### src/rtl/lcr_pkg.sv
package lcr_pkg;
  localparam int WORD_W    = 16;
  localparam int TR_POS    = 10;
  localparam int SUB_LSB   = 5;
  localparam int FIELD_W   = 5;
  localparam int MODE_LSB  = 0;
  localparam logic [FIELD_W-1:0] MODE_TX_LAST = 5'd18;
  localparam logic [FIELD_W-1:0] SUB_MODE_LO  = 5'd0;
  localparam logic [FIELD_W-1:0] SUB_MODE_HI  = 5'd31;

  typedef logic [WORD_W-1:0] word_t;

  function automatic logic tr_flag(input word_t w);
    return w[TR_POS];
  endfunction

  function automatic logic [FIELD_W-1:0] sub_field(input word_t w);
    return w[SUB_LSB +: FIELD_W];
  endfunction

  function automatic logic [FIELD_W-1:0] mode_field(input word_t w);
    return w[MODE_LSB +: FIELD_W];
  endfunction

  function automatic logic is_mode_cmd(input word_t w);
    return (sub_field(w) == SUB_MODE_LO) || (sub_field(w) == SUB_MODE_HI);
  endfunction

  function automatic logic is_tx_last(input word_t w);
    return tr_flag(w) && is_mode_cmd(w) && (mode_field(w) == MODE_TX_LAST);
  endfunction
endpackage

### src/rtl/lcr_cmd_filter.sv
module lcr_cmd_filter
  import lcr_pkg::*;
(
  input  logic  strobe,
  input  word_t word,
  output logic  load_en,
  output logic  skip_seen
);
  logic tx_last;

  always_comb begin
    tx_last   = is_tx_last(word);
    load_en   = strobe && !tx_last;
    skip_seen = strobe && tx_last;
  end
endmodule

### src/rtl/lcr_hold_reg.sv
module lcr_hold_reg #(
  parameter int W = 16
) (
  input  logic         clk,
  input  logic         rst_n,
  input  logic         load_en,
  input  logic [W-1:0] d,
  output logic [W-1:0] q
);
  always_ff @(posedge clk) begin
    if (!rst_n)       q <= '0;
    else if (load_en) q <= d;
  end
endmodule

### src/rtl/lcr_host_port.sv
module lcr_host_port #(
  parameter int W = 16
) (
  input  logic         clk,
  input  logic         rst_n,
  input  logic         cs,
  input  logic         ctrl,
  input  logic         rd_wr,
  input  logic         addr_lsb,
  input  logic [W-1:0] last_q,
  input  logic [W-1:0] sys_q,
  output logic         acc_last,
  output logic         acc_sys,
  output logic         rd_valid,
  output logic         rd_is_last,
  output logic [W-1:0] rd_data
);
  logic         rd_req;
  logic [W-1:0] sel_word;

  always_comb begin
    rd_req   = cs && ctrl && rd_wr;
    acc_last = rd_req && addr_lsb;
    acc_sys  = rd_req && !addr_lsb;
    sel_word = acc_last ? last_q : (acc_sys ? sys_q : '0);
  end

  always_ff @(posedge clk) begin
    if (!rst_n) begin
      rd_valid   <= 1'b0;
      rd_is_last <= 1'b0;
      rd_data    <= '0;
    end else begin
      rd_valid   <= rd_req;
      rd_is_last <= acc_last;
      rd_data    <= sel_word;
    end
  end
endmodule

### src/rtl/last_cmd_reg.sv
module last_cmd_reg
  import lcr_pkg::*;
(
  input  logic              clk,
  input  logic              rst_n,
  input  logic              cmd_strobe,
  input  logic [WORD_W-1:0] cmd_word,
  input  logic              host_cs,
  input  logic              host_ctrl,
  input  logic              host_rd_wr,
  input  logic              host_addr_lsb,
  input  logic [WORD_W-1:0] sys_word,
  output logic              rd_valid,
  output logic              rd_is_last,
  output logic [WORD_W-1:0] rd_data
);
  logic  load_fire;
  logic  load_skip;
  logic  acc_last;
  logic  acc_sys;
  word_t held_q;

  lcr_cmd_filter u_filter (
    .strobe    (cmd_strobe),
    .word      (cmd_word),
    .load_en   (load_fire),
    .skip_seen (load_skip)
  );

  lcr_hold_reg #(.W(WORD_W)) u_hold (
    .clk     (clk),
    .rst_n   (rst_n),
    .load_en (load_fire),
    .d       (cmd_word),
    .q       (held_q)
  );

  lcr_host_port #(.W(WORD_W)) u_port (
    .clk        (clk),
    .rst_n      (rst_n),
    .cs         (host_cs),
    .ctrl       (host_ctrl),
    .rd_wr      (host_rd_wr),
    .addr_lsb   (host_addr_lsb),
    .last_q     (held_q),
    .sys_q      (sys_word),
    .acc_last   (acc_last),
    .acc_sys    (acc_sys),
    .rd_valid   (rd_valid),
    .rd_is_last (rd_is_last),
    .rd_data    (rd_data)
  );
endmodule

### config.mk
export PLATFORM = sky130hd
export DESIGN_NAME = last_cmd_reg
export DESIGN_NICKNAME = d
export VERILOG_FILES = /design/src/rtl/lcr_pkg.sv /design/src/rtl/lcr_cmd_filter.sv /design/src/rtl/lcr_hold_reg.sv /design/src/rtl/lcr_host_port.sv /design/src/rtl/last_cmd_reg.sv
export SDC_FILE = /design/constraint.sdc
export NUM_CORES = 1
export LEC_CHECK = 0
export ABC_AREA = 1
export BUFFER_PORTS_ARGS = -buffer_cell sky130_fd_sc_hd__buf_2
export CAP_MARGIN = 15
export CELL_PAD_IN_SITES_DETAIL_PLACEMENT = 0
export CELL_PAD_IN_SITES_GLOBAL_PLACEMENT = 2
export CORE_UTILIZATION = 27
export CTS_CLUSTER_SIZE = 14
export DETAILED_ROUTE_END_ITERATION = 6
export GPL_TIMING_DRIVEN = 0
export PLACE_DENSITY = 0.85
export SLEW_MARGIN = 20
export SYNTH_ARGS = -nofsm -noshare
export SYNTH_HDL_FRONTEND = slang
export SYNTH_HIERARCHICAL = 1
export SYNTH_SLANG_ARGS = --single-unit
### constraint.sdc
create_clock -name clk -period 2 [get_ports clk]
set_clock_uncertainty 0.2 [all_clocks]
set_input_delay 0.1 -clock clk [delete_from_list [all_inputs] [get_ports clk]]
set_output_delay 0.1 -clock clk [all_outputs]
set_load 0.005 [all_outputs]
=== Word level (Yosys, flattened, before mapping) ===
Index checks and enable logic that the tools add are counted.

* Reduce and logical (&&, ||, !) cells: 11
* Muxes and demuxes: 2
* Eq/ne operators: 2

{| class="wikitable"
|+ Operator list
! cell !! count
|-
| $mux W16 || 2
|-
| $eq A5 B5 Y1 const B || 2
|-
| $logic_and A1 B1 Y1 || 7
|-
| $logic_not A5 Y1 || 1
|-
| $logic_not A1 Y1 || 2
|-
| $logic_or A1 B1 Y1 || 1
|}

* Input bits: 39
* Bits in registers: 34
* Logic and storage cells: 19

=== Depth between registers and ports, before layout ===
* Word-level depth: 6
* Mapped depth: 11
* Gate-level depth less buffers: 10

=== Cells and area by module ===
The synthesis kept the hierarchy.

{| class="wikitable"
|+ Modules (own cells, without submodules)
! module !! seq. area each (um^2) !! instances !! cells an instance !! area each (um^2)
|-
| lcr_host_port || 360.3 || 1 || 83 || 706.9
|-
| lcr_hold_reg || 320.3 || 1 || 101 || 674.4
|-
| lcr_cmd_filter || 0.0 || 1 || 19 || 83.8
|}

=== Worst setup path before layout ===
No wires, ideal clock.

* Path type: input to register
* From: input port cmd_word[10]
* To: register u_hold.q[14]
* Setup time: 0.114 ns
* Data required time: 1.686 ns
* Arrival: 0.845 ns
* Setup slack: 0.841 ns
* Stages on the path: 10
* Path through: inv_1 nor2_1 nand2_1 nor2_2 nand3_2 nand2_1 inv_1 buf_6 nor2_1 nor2_2

* Longest elaborated chain between the ends: 4

{| class="wikitable"
|+ Ends and longest elaborated chain
! element !! line !! source
|-
| start, declared || last_cmd_reg.sv:7 || <nowiki>input logic [WORD_W-1:0] cmd_word,</nowiki>
|-
| $logic_and A1 B1 Y1 (2 in a row) || lcr_pkg.sv:30 || <nowiki>return tr_flag(w) && is_mode_cmd(w) && (mode_field(w) == MODE_TX_LAST);</nowiki>
|-
| $logic_not A1 Y1 || lcr_cmd_filter.sv:13 || <nowiki>load_en = strobe && !tx_last;</nowiki>
|-
| $logic_and A1 B1 Y1 || lcr_cmd_filter.sv:13 ||
|-
| net load_fire || last_cmd_reg.sv:17 || <nowiki>logic load_fire;</nowiki>
|-
| end signal, assigned || lcr_hold_reg.sv:11 || <nowiki>if (!rst_n) q <= '0;</nowiki>
|-
| end signal, assigned || lcr_hold_reg.sv:12 || <nowiki>else if (load_en) q <= d;</nowiki>
|-
| end, declared || lcr_hold_reg.sv:8 || <nowiki>output logic [W-1:0] q</nowiki>
|}

The timed path passes the listed nets, and every way through them passes these cells.
A chain may end at the register's enable or synchronous reset.

=== Worst setup path after layout ===
* From: input port cmd_word[7]
* To: register u_hold.q[15]

* Longest elaborated chain between the ends: 6
* Elaborated cells on any way between the ends: 7
* Classes of those cells: eq/ne (1); reduce/logical (6)

{| class="wikitable"
|+ Ends and longest elaborated chain
! element !! line !! source
|-
| $eq A5 B5 Y1 or $logic_not A5 Y1 (tied branches) || lcr_pkg.sv:26 || <nowiki>return (sub_field(w) == SUB_MODE_LO) || (sub_field(w) == SUB_MODE_HI);</nowiki>
|-
| $logic_or A1 B1 Y1 * || lcr_pkg.sv:26 ||
|-
| $logic_and A1 B1 Y1 * (2 in a row) || lcr_pkg.sv:30 ||
|-
| $logic_not A1 Y1 * || lcr_cmd_filter.sv:13 ||
|-
| $logic_and A1 B1 Y1 * || lcr_cmd_filter.sv:13 ||
|-
| net load_fire || last_cmd_reg.sv:17 ||
|}

The timed path passes the listed nets; every way through them passes the cells marked *.

==> out/metrics.yaml <==
pre_cts_slack_ns: 0.600
min-delay-start: "host_addr_lsb"
vias: 1567
yosys_warnings: 6
max_clock_freq_mhz: 527
min-delay-path-class: "in -> reg"
ctsRootBufferMaster: "sky130_fd_sc_hd__clkbuf_8"
worst_ep_required_time_ns: 2.02
final.setup.tns_ns: 0
cts_made_buffers: 5
nNetsFinal: 346
clock_path_buffers: 2
worstSetupStartpointType: "primary input"
power.share.clock_pct: 38.9
cts_tree: "built"
finalCriticalPeriod_ns: 1.90
critical_path_peak_fanout: 5
grt_first_pass_wirelength_mm: 6.13
detail_route.vias_per_cell: 4.15
globalRoute.totalOverflow: 0
grt_usage_pct: 14.4
fin_worst_setup_slack_ns: 0.101
htree_levels: 2
avgRoutedWirePerCell_um: 10.1
place_hpwl_mm: 2.64
slew_headroom_pct: 87.4
synth_area_um2: 1460
cp-startpoint: "cmd_word[7]"
power.static_leakage_uw: 0.00125
clk-insertion-delay-late_ns: 0.28
final_max_slew_viol_count: 0
regToRegStartpoint: "u_hold/q[15]$_SDFFE_PN0P_"
timing.final.setup_violations: 0
cts.clk_slew.worst_paths_ns: 0.07
power.combinational.fraction_pct: 14.6
p_int_uw: 1190
worstPathArrival_ns: 1.92
routed_wirelength_mm: 3.83
place.port_buffers: 55
placement.cell_area_um2: 1820
remaining_drc_errors: 0
gpl.final_weighted_congestion: 0.734
maximum_number_of_pins_on_one_net_before_global_route_repair: 12
postLayoutCoreUtil_pct: 46.2
hold_slack_ns: 0.0243
tritoncts_num_sinks: 34
antenna_cells: 0
die_height_um: 75.4
drt_pass1_iterations: 4
dieWidth_um: 75.4
drv.max_cap_violation_count: 0
critPathCaptureType: "flop"
synth_net_count: 240
seq_power_share_pct: 46.5
total_switching_power_uw: 354
num_rows: 26
fp.dieArea_um2: 5690
run_status: "finished, final reports clean"
core_region_area_um2: 5140
i_o_pin_cnt: 57
worstSetupPathType: "in -> reg"
detail-route-antenna-nets: 0
worst_pin_slew_ns: 0.189
hold_violations: 0
antenna_found_initial: 0
first_iter_violations: 65
vias_in_the_first_global_route: 1394
drive_gt1_share_pct: 28.2
finalInstanceArea_um2: 2370
synthesis.area_per_instance_um2: 7.24
layout_worst_path_cycle_share_pct: 94.9
area_delta_synth_final_pct: 63.1
ir_worst_vdd_uv: 326
starting_utilization_of_the_core_area_pct: 28.3
power_per_cell_area_nw_per_um2: 653
netlist_instances: 201
sw_frac_of_total_pct: 22.9
-- worst max-delay path, cell delays in order --
cell	delay, ns
sky130_fd_sc_hd__dlygate4sd3_1	0.53
sky130_fd_sc_hd__buf_2	0.13
sky130_fd_sc_hd__nor2_1	0.09
sky130_fd_sc_hd__nand2_1	0.05
sky130_fd_sc_hd__nand2_1	0.06
sky130_fd_sc_hd__nand3_2	0.06
sky130_fd_sc_hd__nand2_1	0.07
sky130_fd_sc_hd__inv_2	0.07
sky130_fd_sc_hd__nand2_1	0.06
sky130_fd_sc_hd__nand2_1	0.04
sky130_fd_sc_hd__dlygate4sd3_1	0.55
sky130_fd_sc_hd__nor2_1	0.08
-- final timing paths --
kind                                         to  slack [ns]  cells past startpoint
setup / recovery      u_hold/q[15]$_SDFFE_PN0P_        0.10                     12
hold / removal    u_port/rd_data[12]$_SDFF_PN0_        0.02                      4
setup reg to reg  u_port/rd_data[15]$_SDFF_PN0_        0.66                      3
hold reg to reg        u_hold/q[7]$_SDFFE_PN0P_        0.27                      2
-- layer usage --
metal | vias to the layer above | track usage, % | share of wire [%]
met5 | - | 0 | 0
met4 | 0 | 5.35 | 1.5
met3 | 6 | 3.17 | 4.1
met2 | 43 | 24.2 | 48
met1 | 684 | 18.0 | 46
li1 | 834 | - | -
-- what timing repair did --
item / in CTS / in global routing
buffers inserted: 0 / 0
hold endpoints to repair: 34 / 0
endpoints found under the setup margin: 0 / 3
hold buffers: 45 / 0
gates resized for setup: 0 / 3
-- cells in the final DEF (no fill, tap or decap), types with 3 or more instances in the layout --
cell,count
sky130_fd_sc_hd__dlygate4sd3_1,44
sky130_fd_sc_hd__dfxtp_1,34
sky130_fd_sc_hd__buf_2,59
sky130_fd_sc_hd__inv_1,20
sky130_fd_sc_hd__nand3_1,16
sky130_fd_sc_hd__nand2_1,56
sky130_fd_sc_hd__buf_4,3
sky130_fd_sc_hd__nor2_1,34
sky130_fd_sc_hd__nor2_2,5
sky130_fd_sc_hd__clkbuf_8,5
sky130_fd_sc_hd__buf_6,4
sky130_fd_sc_hd__nand4_1,16
-- power by group through the flow --
stage	clock network, uW	logic [uW]	registers [uW]
finish	603	225	720
global placement	0	166	735
detailed placement	0	166	735
global route	663	254	723
floorplan	0	97.5	732
CTS	624	225	720
-- metrics by stage --
stage                     total power (uW)  instances
after floorplan                        829        201
after global placement                 901        326
after detailed placement               901        326
after CTS                             1570        379
after global routing                  1640        378
final                                 1550        378
-- state kept, by name, indices dropped and copies added (netlist names) --
register and count:
u_port/rd_valid 1, u_port/rd_is_last 1, u_port/rd_data 16, u_hold/q 16
-- final cells by class --
cell class                 instances  area [um2]
clock buffer                       5        68.8
buffer                            12        92.6
multi-input combinational        133         606
fill                             566        2770
sequential                        34         681
tap                               70        87.6
timing repair buffer              99         716
inverter                          22        82.6
clock inverter                     3        40.0
No activity file was read; power rests on OpenSTA's default activity.
